$ cat src/rtl/stat_pkg.sv
package stat_pkg;
    localparam logic [7:0] CODE_CLR  = 8'h00;
    localparam logic [7:0] CODE_WEL  = 8'h02;
    localparam logic [7:0] CODE_RWEL = 8'h06;

    localparam int BIT_BAT  = 7;
    localparam int BIT_AL0  = 5;
    localparam int BIT_RWEL = 2;
    localparam int BIT_WEL  = 1;
    localparam int BIT_RTCF = 0;

    typedef struct packed {
        logic wel;
        logic rwel;
    } wen_t;

    typedef struct packed {
        logic flag;
        logic snap;
    } alm_t;

    typedef struct packed {
        logic bat;
    } top_t;
endpackage

$ cat src/rtl/alarm_flag.sv
module alarm_flag
    import stat_pkg::*;
(
    input  logic clk,
    input  logic rst_n,
    input  logic hit_i,
    input  logic rd_start_i,
    input  logic rd_done_i,
    output logic flag_o
);
    alm_t st_d, st_q;

    always_comb begin
        st_d = st_q;
        if (rd_start_i) begin
            st_d.snap = st_q.flag;
        end
        if (rd_done_i) begin
            st_d.flag = st_q.flag & ~st_q.snap;
            st_d.snap = 1'b0;
        end
        if (hit_i) begin
            st_d.flag = 1'b1;
        end
    end

    always_ff @(posedge clk or negedge rst_n) begin
        if (!rst_n) st_q <= '0;
        else        st_q <= st_d;
    end

    assign flag_o = st_q.flag;

    a_r4_hit_sets: assert property (@(posedge clk) disable iff (!rst_n)
        hit_i |=> flag_o);
    a_r5_read_clears: assert property (@(posedge clk) disable iff (!rst_n)
        (rd_done_i && !rd_start_i && st_q.snap && !hit_i) |=> !flag_o);
    a_r6_unsnapped_kept: assert property (@(posedge clk) disable iff (!rst_n)
        (rd_done_i && !st_q.snap && st_q.flag) |=> flag_o);
endmodule

$ cat src/rtl/wen_latch.sv
module wen_latch
    import stat_pkg::*;
(
    input  logic       clk,
    input  logic       rst_n,
    input  logic       wr_en_i,
    input  logic [7:0] wr_data_i,
    input  logic       pwr_lost_i,
    output logic       wel_o,
    output logic       rwel_o
);
    wen_t st_d, st_q;

    always_comb begin
        st_d = st_q;
        if (pwr_lost_i) begin
            st_d = '0;
        end else if (wr_en_i) begin
            case (wr_data_i)
                CODE_CLR: begin
                    st_d.wel  = 1'b0;
                    st_d.rwel = 1'b0;
                end
                CODE_WEL: begin
                    st_d.wel  = 1'b1;
                    st_d.rwel = 1'b0;
                end
                CODE_RWEL: begin
                    if (st_q.wel) st_d.rwel = 1'b1;
                end
                default: ;
            endcase
        end
    end

    always_ff @(posedge clk or negedge rst_n) begin
        if (!rst_n) st_q <= '0;
        else        st_q <= st_d;
    end

    assign wel_o  = st_q.wel;
    assign rwel_o = st_q.rwel;

    a_r9_order_kept: assert property (@(posedge clk) disable iff (!rst_n)
        rwel_o |-> wel_o);
    a_r8_rwel_needs_wel: assert property (@(posedge clk) disable iff (!rst_n)
        (wr_en_i && !pwr_lost_i && wr_data_i == CODE_RWEL && !wel_o) |=> !rwel_o);
    a_r8_other_ignored: assert property (@(posedge clk) disable iff (!rst_n)
        (wr_en_i && !pwr_lost_i && wr_data_i != CODE_CLR && wr_data_i != CODE_WEL
         && wr_data_i != CODE_RWEL) |=> ($stable(wel_o) && $stable(rwel_o)));
    a_r7_clear_code: assert property (@(posedge clk) disable iff (!rst_n)
        (wr_en_i && wr_data_i == CODE_CLR) |=> (!wel_o && !rwel_o));
endmodule

$ cat src/rtl/fail_flag.sv
module fail_flag (
    input  logic clk,
    input  logic rst_n,
    input  logic pwr_lost_i,
    input  logic commit_i,
    input  logic enabled_i,
    output logic rtcf_o
);
    logic rtcf_d, rtcf_q;

    always_comb begin
        rtcf_d = rtcf_q;
        if (pwr_lost_i)                  rtcf_d = 1'b1;
        else if (commit_i && enabled_i)  rtcf_d = 1'b0;
    end

    always_ff @(posedge clk or negedge rst_n) begin
        if (!rst_n) rtcf_q <= 1'b1;
        else        rtcf_q <= rtcf_d;
    end

    assign rtcf_o = rtcf_q;

    a_r10_loss_sets: assert property (@(posedge clk) disable iff (!rst_n)
        pwr_lost_i |=> rtcf_o);
    a_r10_locked_commit_kept: assert property (@(posedge clk) disable iff (!rst_n)
        (commit_i && !enabled_i && rtcf_o) |=> rtcf_o);
endmodule

$ cat src/rtl/stat_wen_reg.sv
module stat_wen_reg
    import stat_pkg::*;
#(
    parameter int NUM_ALARMS = 2
) (
    input  logic                  clk,
    input  logic                  rst_n,
    input  logic                  wr_en_i,
    input  logic [7:0]            wr_data_i,
    input  logic                  rd_start_i,
    input  logic                  rd_done_i,
    input  logic [NUM_ALARMS-1:0] alarm_hit_i,
    input  logic                  on_backup_i,
    input  logic                  pwr_lost_i,
    input  logic                  time_commit_i,
    output logic [7:0]            stat_o,
    output logic                  map_wr_en_o
);
    // Alarm flags occupy bits BIT_AL0 upward; the byte layout fixes two of them.
    localparam int AL_TOP = BIT_AL0 + NUM_ALARMS - 1;

    top_t                  st_d, st_q;
    logic [NUM_ALARMS-1:0] al_flags;
    logic                  wel, rwel, rtcf;

    always_comb begin
        st_d     = st_q;
        st_d.bat = on_backup_i;
    end

    always_ff @(posedge clk or negedge rst_n) begin
        if (!rst_n) st_q <= '0;
        else        st_q <= st_d;
    end

    for (genvar gi = 0; gi < NUM_ALARMS; gi++) begin : g_alm
        alarm_flag i_alarm_flag (
            .clk        (clk),
            .rst_n      (rst_n),
            .hit_i      (alarm_hit_i[gi]),
            .rd_start_i (rd_start_i),
            .rd_done_i  (rd_done_i),
            .flag_o     (al_flags[gi])
        );
    end

    wen_latch i_wen_latch (
        .clk        (clk),
        .rst_n      (rst_n),
        .wr_en_i    (wr_en_i),
        .wr_data_i  (wr_data_i),
        .pwr_lost_i (pwr_lost_i),
        .wel_o      (wel),
        .rwel_o     (rwel)
    );

    fail_flag i_fail_flag (
        .clk        (clk),
        .rst_n      (rst_n),
        .pwr_lost_i (pwr_lost_i),
        .commit_i   (time_commit_i),
        .enabled_i  (map_wr_en_o),
        .rtcf_o     (rtcf)
    );

    always_comb begin
        stat_o                  = '0;
        stat_o[BIT_BAT]         = st_q.bat;
        stat_o[AL_TOP:BIT_AL0]  = al_flags;
        stat_o[BIT_RWEL]        = rwel;
        stat_o[BIT_WEL]         = wel;
        stat_o[BIT_RTCF]        = rtcf;
    end

    assign map_wr_en_o = wel & rwel;

    a_r3_bat_high: assert property (@(posedge clk) disable iff (!rst_n)
        on_backup_i |=> stat_o[BIT_BAT]);
    a_r3_bat_low: assert property (@(posedge clk) disable iff (!rst_n)
        !on_backup_i |=> !stat_o[BIT_BAT]);
    a_r9_enable_source: assert property (@(posedge clk) disable iff (!rst_n)
        $rose(map_wr_en_o) |-> $past(wr_en_i && wr_data_i == CODE_RWEL));
endmodule

$ cat config.mk
export PLATFORM = sky130hd
export DESIGN_NAME = stat_wen_reg
export DESIGN_NICKNAME = d
export VERILOG_FILES = /design/src/rtl/stat_pkg.sv /design/src/rtl/alarm_flag.sv /design/src/rtl/wen_latch.sv /design/src/rtl/fail_flag.sv /design/src/rtl/stat_wen_reg.sv
export SDC_FILE = /design/constraint.sdc
export NUM_CORES = 1
export LEC_CHECK = 0
export BUFFER_PORTS_ARGS = -buffer_cell sky130_fd_sc_hd__buf_2
export CORE_AREA = 2 2 39 41
export DETAILED_ROUTE_END_ITERATION = 10
export DIE_AREA = 0 0 41 43
export HOLD_SLACK_MARGIN = 0.03
export PLACE_DENSITY = 0.69
export SETUP_SLACK_MARGIN = 0.3
export SYNTH_ARGS = -nofsm -noshare
export SYNTH_HDL_FRONTEND = slang
export SYNTH_SLANG_ARGS = --single-unit
$ cat constraint.sdc
create_clock -name clk -period 1.2 [get_ports clk]
set_clock_uncertainty 0.05 [all_clocks]
set_input_delay 0.3 -clock clk [delete_from_list [all_inputs] [get_ports clk]]
set_output_delay 0.3 -clock clk [all_outputs]
set_load 0.1 [all_outputs]
==> impl_metrics.py <==
metrics = {
    "outcome": {
        "run_status": "finished with violations",
        "failed_checks": "negative setup slack",
    },
    "grt": {
        "grt_antenna_before_repair": 0,
        "grt_pass1_vias": 345,
        "grt_use_total": 0.1326,
        "grt_pass1_wl_um": 1497,
        "gr-total-overflow": 0,
        "grt_max_degree": 9,
    },
    "clocking": {
        "htreeDepth": 1,
        "cts_buffer_depth": 2,
        "cts_sinks": 8,
        "cts_tree": "done",
        "root_buffer": "clkbuf_4",
        "clock_latency_ns": 0.25,
        "clk_pin_slew_worst_paths_ns": 0.05,
        "cts_buffers": 3,
    },
    "critical_path": {
        "worstPathMaxFanout": 2,
        "timing.rr.start": "i_wen_latch.rwel_o",
        "reg2reg_to": "i_wen_latch.rwel_o",
        "crit_path_end": "stat_o[0]",
        "worst_r2r_path_depth": 4,
        "path_cells": "buf_12",
        "path_delay_family": "flip-flops",
        "crit_required_ns": 0.85,
        "regToRegSetupSlack_ns": 0.18,
        "critPathLaunchType": "flip-flop",
        "critPathKind": "flip-flop to output pin",
        "critPathLaunch": "i_fail_flag.rtcf_o",
        "crit_slowest_cell": "dfstp_2",
        "crit_cells": 1,
        "max_stage_delay_ns": 0.55,
        "cp.arrival_ns": 0.97,
        "endpoint_kind": "output pin",
        "path_buf_inv": 1,
    },
    "timing": {
        "slew_violations": 0,
        "finalSetupViolCount": 4,
        "max_freq_mhz": 757.3,
        "rsz0062_at_grt": "true",
        "hold_viol_final": 0,
        "setup_ws_ns": -0.1205,
        "layout_min_cycle_time_ns": 1.321,
        "finalSetupTns_ns": -0.3778,
        "holdWs_ns": 0.1099,
        "fin_crit_sh": 1.100,
    },
    "synthesis": {
        "ys_top_cells_by_count": "buf_4, dfrtp_1, a21o_1, nand2_1",
        "yosys.area.top_type": "dfrtp_1",
        "async_flop_share": 1.000,
        "ys_seq_area_frac": 0.4864,
        "syn_area_um2": 414.1,
        "synth_cell_type_count": 18,
        "avgSynthCellArea_um2": 11.19,
        "ys_warn_count": 0,
        "synth_top_cell_area_share": 0.4230,
        "synth-seq-cells": 8,
        "synth_area_leaders": "dfrtp_1, buf_4, dfstp_2",
        "ys.flop_type": "dfrtp_1",
        "synth_edf_count": 0,
        "yosys.cell_count.top_type": "buf_4",
        "synthCells": 37,
    },
    "final_layout": {
        "diodes": 0,
        "drive_above_1_share": 0.6308,
        "fill_cells": 120,
        "finalNonFillerCells": 81,
        "nets": 84,
        "area_growth_pct": 82.78,
        "utilization": 0.5470,
        "final_area_um2": 757.0,
    },
    "drt": {
        "ant_nets": 0,
        "drtIter0Drc": 4,
        "detail_route.first_pass.iterations": 4,
        "drc": 0,
        "vias": 377,
        "wl_um": 932,
        "wire_per_inst_um": 11.51,
        "viasPerCell": 4.654,
    },
    "floorplanning": {
        "core_area_um2": 1384,
        "fp.dieArea_um2": 1763,
        "io_pins": 27,
        "fp-row-count": 14,
        "die_w_um": 41,
        "die_h_um": 43,
        "start_util": 0.2993,
    },
    "placed_design": {
        "dp_hpwl_um": 746.3,
        "port_buffers": 24,
        "place_area_um2": 628.1,
        "pre_cts_ws_ns": 0.01126,
        "dp.cells": 72,
        "globalplace.congestion": 0.7180,
    },
    "pwr": {
        "p_per_area_nw_per_um2": 915.6,
        "p_leak_nw": 0.3562,
        "report.power.total_uw": 693.1,
        "ir_drop_v": 0.0004901,
    },
    "hold_path": {
        "hold_class": "input pin to flip-flop",
    },
    "flow_run": {
        "cap_violations": 0,
    },
}
## placed cells by master (no fill, tap or decap), drive strengths merged
master,Yosys,layout
clkbuf,0,4
conb,1,2
nand2b,1,1
nand2,3,3
o21ai,1,1
buf,8,30
and2,2,2
dfrtp,7,7
nor2,2,2
nand4b,1,1
nor4b,1,1
mux2i,2,2
a21o,3,3
dfstp,1,1
nor3,2,2
a41oi,1,1
nor4,1,1
dlygate4sd3,0,1
## layer usage
layer  global-route usage  vias to the layer above  wire length (µm)
li1                     -                      175                 -
met3              0.03141                        6                44
met1               0.1551                      181               310
met2               0.1844                       15               517
met5                    0                        -                 0
met4               0.1267                        0                59
## power by group
part / internal (mW) / switching (mW)
clock network: 0.127 / 0.0889
registers: 0.282 / 0.00911
logic: 0.0754 / 0.111
total: 0.484 / 0.209
## cell type report
type,count,area [µm²],share of cell area
clock buffer,4,26.28,0.03471
sequential,8,201.4,0.2661
timing repair buffer,31,319.1,0.4215
tap,16,20.02,0.02645
multi-input combinational,22,190.2,0.2512
## registers in the layout, summed over array words and instances (netlist names)
name and count:
i_wen_latch.rwel_o 1, i_wen_latch.wel_o 1, g_alm.i_alarm_flag.st_q 2, g_alm.i_alarm_flag.flag_o 2, st_q 1, i_fail_flag.rtcf_o 1
## kinds of logic after synthesis
group,after synthesis,share of synthesized area
mux,2,0.04834
buf+inv,8,0.1450
simple gates,13,0.2236
other cells,1,0.009055
compound gates,5,0.08760
flops,8,0.4864
## worst min-delay path by stage
stage,startpoint,end,cells after the start
floorplan,rst_n,g_alm[0].i_alarm_flag.flag_o,0
CTS,on_backup_i,st_q,1
finish,on_backup_i,st_q,1
detailed placement,rst_n,g_alm[0].i_alarm_flag.st_q[0],1
global route,on_backup_i,st_q,1
global placement,rst_n,g_alm[0].i_alarm_flag.st_q[0],1
## repair_timing
item / in CTS / in global routing
hold buffers: 1 / 0
endpoints found under the hold margin: 7 / 0
gates resized for setup: 8 / 6
setup endpoints to repair: 9 / 11
pin swaps: 3 / 4
buffers inserted: 3 / 1
(Power assumes the default switching activity.)
